File: src/rtl/trap_seq_pkg.sv
package trap_seq_pkg;
    typedef enum logic [1:0] {
        ST_IDLE  = 2'd0,
        ST_FETCH = 2'd1,
        ST_SWAP  = 2'd2
    } seq_state_e;

    localparam logic [1:0] CLS_ABORT = 2'd0;
    localparam logic [1:0] CLS_ITER  = 2'd1;
endpackage

File: src/rtl/trap_pick.sv
module trap_pick #(
    parameter int N_TRAPS = 8,
    localparam int IDX_W = (N_TRAPS > 1) ? $clog2(N_TRAPS) : 1
) (
    input  logic [N_TRAPS-1:0]   pend,
    input  logic [2*N_TRAPS-1:0] cls,
    input  logic                 cur_abortable,
    input  logic                 iter_bound,
    input  logic                 instr_end,
    output logic                 hit,
    output logic [IDX_W-1:0]     idx
);
    import trap_seq_pkg::*;

    logic [N_TRAPS-1:0] elig;

    for (genvar g = 0; g < N_TRAPS; g++) begin : g_elig
        logic boundary_met;
        always_comb begin
            case (cls[2*g +: 2])
                CLS_ABORT: boundary_met = cur_abortable;
                CLS_ITER:  boundary_met = iter_bound;
                default:   boundary_met = instr_end;
            endcase
        end
        assign elig[g] = pend[g] & boundary_met;
    end

    always_comb begin
        hit = 1'b0;
        idx = '0;
        for (int i = N_TRAPS - 1; i >= 0; i--) begin
            if (elig[i]) begin
                hit = 1'b1;
                idx = IDX_W'(i);
            end
        end
    end
endmodule

File: src/rtl/trap_loc_check.sv
module trap_loc_check #(
    parameter int OPC_W = 7,
    parameter logic [OPC_W-1:0] OPC_XCHG = 7'h0F,
    parameter logic [OPC_W-1:0] OPC_PUSH = 7'h0B
) (
    input  logic [OPC_W-1:0] opcode,
    output logic             legal
);
    assign legal = (opcode == OPC_XCHG) || (opcode == OPC_PUSH);
endmodule

File: src/rtl/trap_entry_seq.sv
module trap_entry_seq #(
    parameter int N_TRAPS = 8,
    parameter int ADDR_W  = 10,
    parameter logic [ADDR_W-1:0] TRAP_BASE = 10'h040,
    parameter int EXC_NUM = 6,
    parameter int OPC_W   = 7,
    parameter logic [OPC_W-1:0] OPC_XCHG = 7'h0F,
    parameter logic [OPC_W-1:0] OPC_PUSH = 7'h0B
) (
    input  logic                 clk,
    input  logic                 rst_n,
    input  logic [N_TRAPS-1:0]   trap_req,
    input  logic [2*N_TRAPS-1:0] trap_class,
    input  logic                 cur_abortable,
    input  logic                 iter_bound,
    input  logic                 instr_end,
    input  logic [OPC_W-1:0]     loc_opcode,
    input  logic                 loc_opcode_vld,
    input  logic                 intr_ready,
    input  logic                 swap_done,
    output logic [ADDR_W-1:0]    trap_addr,
    output logic                 pc_hold,
    output logic                 trap_state,
    output logic                 intr_ack_gate,
    output logic                 swap_start
);
    import trap_seq_pkg::*;

    localparam int IDX_W = (N_TRAPS > 1) ? $clog2(N_TRAPS) : 1;
    localparam logic [IDX_W-1:0] EXC_IDX = IDX_W'(EXC_NUM);

    typedef struct packed {
        seq_state_e         st;
        logic [N_TRAPS-1:0] pend;
        logic [IDX_W-1:0]   num;
        logic               go;
    } seq_regs_t;

    seq_regs_t r_d, r_q;

    logic             pick_hit;
    logic [IDX_W-1:0] pick_idx;
    logic             opc_legal;

    trap_pick #(.N_TRAPS(N_TRAPS)) u_pick (
        .pend          (r_q.pend),
        .cls           (trap_class),
        .cur_abortable (cur_abortable),
        .iter_bound    (iter_bound),
        .instr_end     (instr_end),
        .hit           (pick_hit),
        .idx           (pick_idx)
    );

    trap_loc_check #(
        .OPC_W    (OPC_W),
        .OPC_XCHG (OPC_XCHG),
        .OPC_PUSH (OPC_PUSH)
    ) u_loc (
        .opcode (loc_opcode),
        .legal  (opc_legal)
    );

    always_comb begin
        r_d    = r_q;
        r_d.go = 1'b0;
        case (r_q.st)
            ST_IDLE: begin
                if (pick_hit) begin
                    r_d.st             = ST_FETCH;
                    r_d.num            = pick_idx;
                    r_d.pend[pick_idx] = 1'b0;
                end
            end
            ST_FETCH: begin
                if (loc_opcode_vld) begin
                    if (opc_legal) begin
                        r_d.st = ST_SWAP;
                        r_d.go = 1'b1;
                    end else begin
                        r_d.num = EXC_IDX;
                    end
                end
            end
            ST_SWAP: begin
                if (swap_done) begin
                    r_d.st = ST_IDLE;
                end
            end
            default: r_d.st = ST_IDLE;
        endcase
        r_d.pend = r_d.pend | trap_req;
    end

    always_ff @(posedge clk) begin
        if (!rst_n) begin
            r_q <= '{st: ST_IDLE, pend: '0, num: '0, go: 1'b0};
        end else begin
            r_q <= r_d;
        end
    end

    assign trap_state    = (r_q.st != ST_IDLE);
    assign pc_hold       = trap_state;
    assign swap_start    = r_q.go;
    assign intr_ack_gate = intr_ready & ~trap_state;
    assign trap_addr     = TRAP_BASE + {{(ADDR_W-IDX_W){1'b0}}, r_q.num};
endmodule

File: config.mk
export PLATFORM = sky130hd
export DESIGN_NAME = trap_entry_seq
export DESIGN_NICKNAME = d
export VERILOG_FILES = /design/src/rtl/trap_seq_pkg.sv /design/src/rtl/trap_pick.sv /design/src/rtl/trap_loc_check.sv /design/src/rtl/trap_entry_seq.sv
export SDC_FILE = /design/constraint.sdc
export NUM_CORES = 1
export LEC_CHECK = 0
export ABC_AREA = 1
export BUFFER_PORTS_ARGS = -buffer_cell sky130_fd_sc_hd__buf_2
export CORE_MARGIN = 8
export CORE_UTILIZATION = 52
export CTS_BUF_LIST = sky130_fd_sc_hd__clkbuf_8
export DETAILED_ROUTE_END_ITERATION = 10
export PLACE_DENSITY = 0.95
export SLEW_MARGIN = 20
export SYNTH_ARGS = -nofsm -noshare
export SYNTH_HDL_FRONTEND = slang
export SYNTH_SLANG_ARGS = --single-unit
File: constraint.sdc
create_clock -name clk -period 2.8 [get_ports clk]
set_clock_uncertainty 0.05 [all_clocks]
set_input_delay 0.56 -clock clk [delete_from_list [all_inputs] [get_ports clk]]
set_output_delay 0.56 -clock clk [all_outputs]
set_load 0.02 [all_outputs]
==> impl_results.rst <==
.. list-table::
   :header-rows: 1

   * - Metric
     - Value
   * - Number of buffers inserted for hold repair after clock tree synthesis
     - 0
   * - Worst ir drop on vdd
     - 0.389 mV
   * - Crit-path cells
     - buf_2 > nand2_1 > nand2_1 > o21ai_2 > nand2_1 > nor2_1 > nand3_1 > nor2_1 > nand3_1 > nand2_1 > a21oi_1
   * - Nature of the critical path startpoint
     - input pin
   * - Reg2Reg Launch Point
     - r_q[10]
   * - Number of buffers added for setup after CTS
     - 0
   * - Yosys warns
     - 0
   * - Worst path setup slack after routing
     - 1050 ps
   * - Dominant cell by count in the synthesized netlist
     - sky130_fd_sc_hd__nand2_1
   * - Placed cell count
     - 251
   * - Cell repeated most along the worst path
     - sky130_fd_sc_hd__nand2_1
   * - Internal Dissipation
     - 0.439 mW
   * - Worst-skew pair later-pin latency
     - 240 ps
   * - TritonCTS clock tree
     - done
   * - Number of standard-cell rows in the floorplan
     - 17
   * - Leakage power total
     - 0.792 nW
   * - Cts bufs inserted
     - 3
   * - Height of the die
     - about 64 microns
   * - Post-detail-place hpwl
     - 2.24 mm
   * - Power Density
     - 530 nW/um^2
   * - Start point of the critical path
     - cur_abortable
   * - Sequential power share
     - 33.5%
   * - Final slew viol count
     - 0
   * - TritonRoute pass-1 iters
     - 4
   * - Largest buffer count on any clock path
     - 2
   * - Fraction of power spent switching nets
     - between 40% and 50%
   * - Post-Place Setup Slack
     - approximately 880 ps
   * - Wire length of the first global-routing pass
     - 4.55 mm
   * - Global route total overflow
     - 0
   * - Leading post-synthesis cells by cell area
     - sky130_fd_sc_hd__dfxtp_1 24%, sky130_fd_sc_hd__nand2_1 17%, sky130_fd_sc_hd__inv_1 8.3%
   * - Post-Synthesis Mean Instance Area
     - 6.26 sq um
   * - Final-stage net count
     - 267
   * - Antenna violations before repair
     - 0
   * - I/O Buffers
     - 44
   * - Antenna Violating Nets Remaining
     - 0
   * - Post-route design area
     - 1380 sq um
   * - Top flip-flop cell by instance count after synthesis
     - sky130_fd_sc_hd__dfxtp_1
   * - Proportion of netlist area held by the largest area contributor
     - 23.8%
   * - Proportion of power drawn by the clock network
     - between 20% and 30%
   * - Vias in the first global route
     - 1,180
   * - Async S/R FF share, synth
     - 0%
   * - Outcome
     - completed
   * - Final Hold Vio Count
     - 0
   * - Filler Cell Count
     - 207
   * - Switch Pwr
     - 0.294 mW
   * - Delay contributed by the slowest stage of the critical path
     - 180 ps
   * - Share of synthesized area occupied by flip-flops and latches
     - approximately a quarter
   * - Endpoints failing setup
     - 0
   * - Required time at the endpoint of the critical path
     - approximately 2900 ps
   * - H-tree levels
     - 1
   * - Post-synth cell types
     - 30
   * - Maxcap violations
     - 0
   * - Std-Cell Core Area
     - 2170 sq um
   * - FF+latch area
     - about 280 sq um
   * - DIE WIDTH
     - 63.6 microns
   * - Initial standard-cell utilization of the core
     - ~54%
   * - Post-route minimum period
     - 1750 ps
   * - Share of the clock period used by the worst path
     - 62.5%
   * - Synth-to-Final Area Change
     - 17.5%
   * - Worst path slowest cell
     - sky130_fd_sc_hd__nor2_1
   * - Via total after detailed routing
     - approximately 1,200
   * - Root Buffer Master
     - sky130_fd_sc_hd__clkbuf_8
   * - Count of placed standard cells in the final layout, fillers left out
     - 254
   * - Global placement routability congestion
     - slightly below 0.8
   * - Arr. time, crit path
     - 1810 ps
   * - Total Routed Length
     - around 2.7 mm
   * - Sink Count
     - 14
   * - Critical path class
     - in2reg
   * - Worst Min Path Start
     - r_q[5]
   * - Commonest cells in the netlist
     - 52 x sky130_fd_sc_hd__nand2_1, 26 x sky130_fd_sc_hd__inv_1, 15 x sky130_fd_sc_hd__nor2_1
   * - DRC violation total after the first TritonRoute iteration
     - 37
   * - DP Area
     - around 1300 sq um
   * - Worst-path clk slew
     - about 50 ps
   * - RSZ-0062 raised after global routing
     - false
   * - Number of placed I/O pins
     - 53
   * - Critical path capture point type
     - flip-flop
   * - Crit-path max FO
     - 8
   * - Number of diodes
     - 0
   * - Post-cts sizing count
     - 0
   * - Pin count of the biggest net entering global routing
     - 13
   * - Path class of the lowest-slack min-delay path
     - reg2reg
   * - Post-synth EDFFs
     - 0
   * - Share of cells above drive strength 1
     - 35.0%
   * - Top cell type by total area after synthesis
     - sky130_fd_sc_hd__dfxtp_1
   * - Fmax achieved
     - about 570 MHz
   * - Accumulated negative setup slack
     - 0 ps
   * - Number of cells produced by synthesis
     - 188
   * - Drt drc
     - 0
   * - Post-detailed-route wirelength per cell
     - around 11 microns
   * - Area occupied by multi-input gates
     - 682 sq um
   * - Total die area
     - a little over 4000 sq um
   * - Combinational fraction of design power
     - 45.0%
   * - Total Routing Usage GR
     - 13.2%
   * - Post-Syn Area
     - 1180 sq um
   * - Number of synthesized register bits
     - 14
   * - Vias per std cell
     - 4.76
==> cell type report <==
class                      count  area share (%)
clock buffer                   3            2.98
inverter                      33            9.04
multi-input combinational    132            49.3
timing repair buffer          44            15.9
sequential                    14            20.3
tap                           28            2.53
==> metal layers <==
| metal | vias to the layer above | share of wire [%] | global-route usage [%] |
|---|---|---|---|
| met1 | 525 | 39 | 13.0 |
| met5 | - | 0 | 0 |
| li1 | 636 | - | - |
| met2 | 38 | 51 | 23.6 |
| met4 | 0 | 2.2 | 7.24 |
| met3 | 9 | 7.8 | 4.77 |
==> power by group through the flow <==
| stage | Combinational [mW] | Clock [mW] | Sequential, mW |
|---|---|---|---|
| floorplan | 0.273 | 0 | 0.246 |
| global placement | 0.317 | 0 | 0.248 |
| detailed placement | 0.324 | 0 | 0.249 |
| CTS | 0.330 | 0.162 | 0.245 |
| global route | 0.370 | 0.168 | 0.249 |
| finish | 0.330 | 0.158 | 0.245 |
==> flip-flops by register name, summed over array words and instances, names as in the netlist <==
signal and flops:
swap_start 1, r_q 13
==> final timing paths <==
kind,end,slack (ps),depth (start not counted)
worst max-delay path,r_q[10],1050,11
worst min-delay path,r_q[5],420,2
worst max register to register,r_q[10],1230,10
worst min register to register,r_q[5],420,2
==> cell usage in the layout, fill, tap and decap left out, types with 2 or more instances in the layout <==
| master | n |
|---|---|
| sky130_fd_sc_hd__inv_2 | 5 |
| sky130_fd_sc_hd__conb_1 | 7 |
| sky130_fd_sc_hd__nand2_1 | 52 |
| sky130_fd_sc_hd__o21ai_1 | 2 |
| sky130_fd_sc_hd__buf_2 | 44 |
| sky130_fd_sc_hd__nor2_4 | 2 |
| sky130_fd_sc_hd__a21oi_1 | 5 |
| sky130_fd_sc_hd__nand3_1 | 9 |
| sky130_fd_sc_hd__a21oi_2 | 7 |
| sky130_fd_sc_hd__inv_1 | 26 |
| sky130_fd_sc_hd__clkbuf_8 | 3 |
| sky130_fd_sc_hd__a21boi_1 | 7 |
| sky130_fd_sc_hd__o21ai_2 | 5 |
| sky130_fd_sc_hd__o21ai_0 | 2 |
| sky130_fd_sc_hd__nand2_2 | 9 |
| sky130_fd_sc_hd__dfxtp_1 | 14 |
| sky130_fd_sc_hd__nor2_1 | 15 |
==> critical path: cells and delay by family <==
kind	cells	cell delay [ps]
compound gates	2	180
buf+inv	1	150
simple gates	8	900
==> metrics by stage <==
stage / hold WS, ps / util [%] / power (mW)
finish: 416 / 63.8 / 0.733
global route: 440 / 63.8 / 0.787
CTS: 418 / 63.8 / 0.737
detailed placement: 408 / 61.9 / 0.573
global placement: 403 / 61.9 / 0.565
floorplan: 385 / - / 0.519
==> kinds of logic (layout without fill, tap and decap cells) <==
kind of cell	count (synthesis)	count (layout)	synth area share (%)
flip-flops	14	14	23.8
other	2	7	0.638
buffers and inverters	47	80	19.9
AO/OA/AOI/OAI	31	31	19.6
AND/OR/NAND/NOR	94	94	36.1
Power figures use the tool's default switching activity.
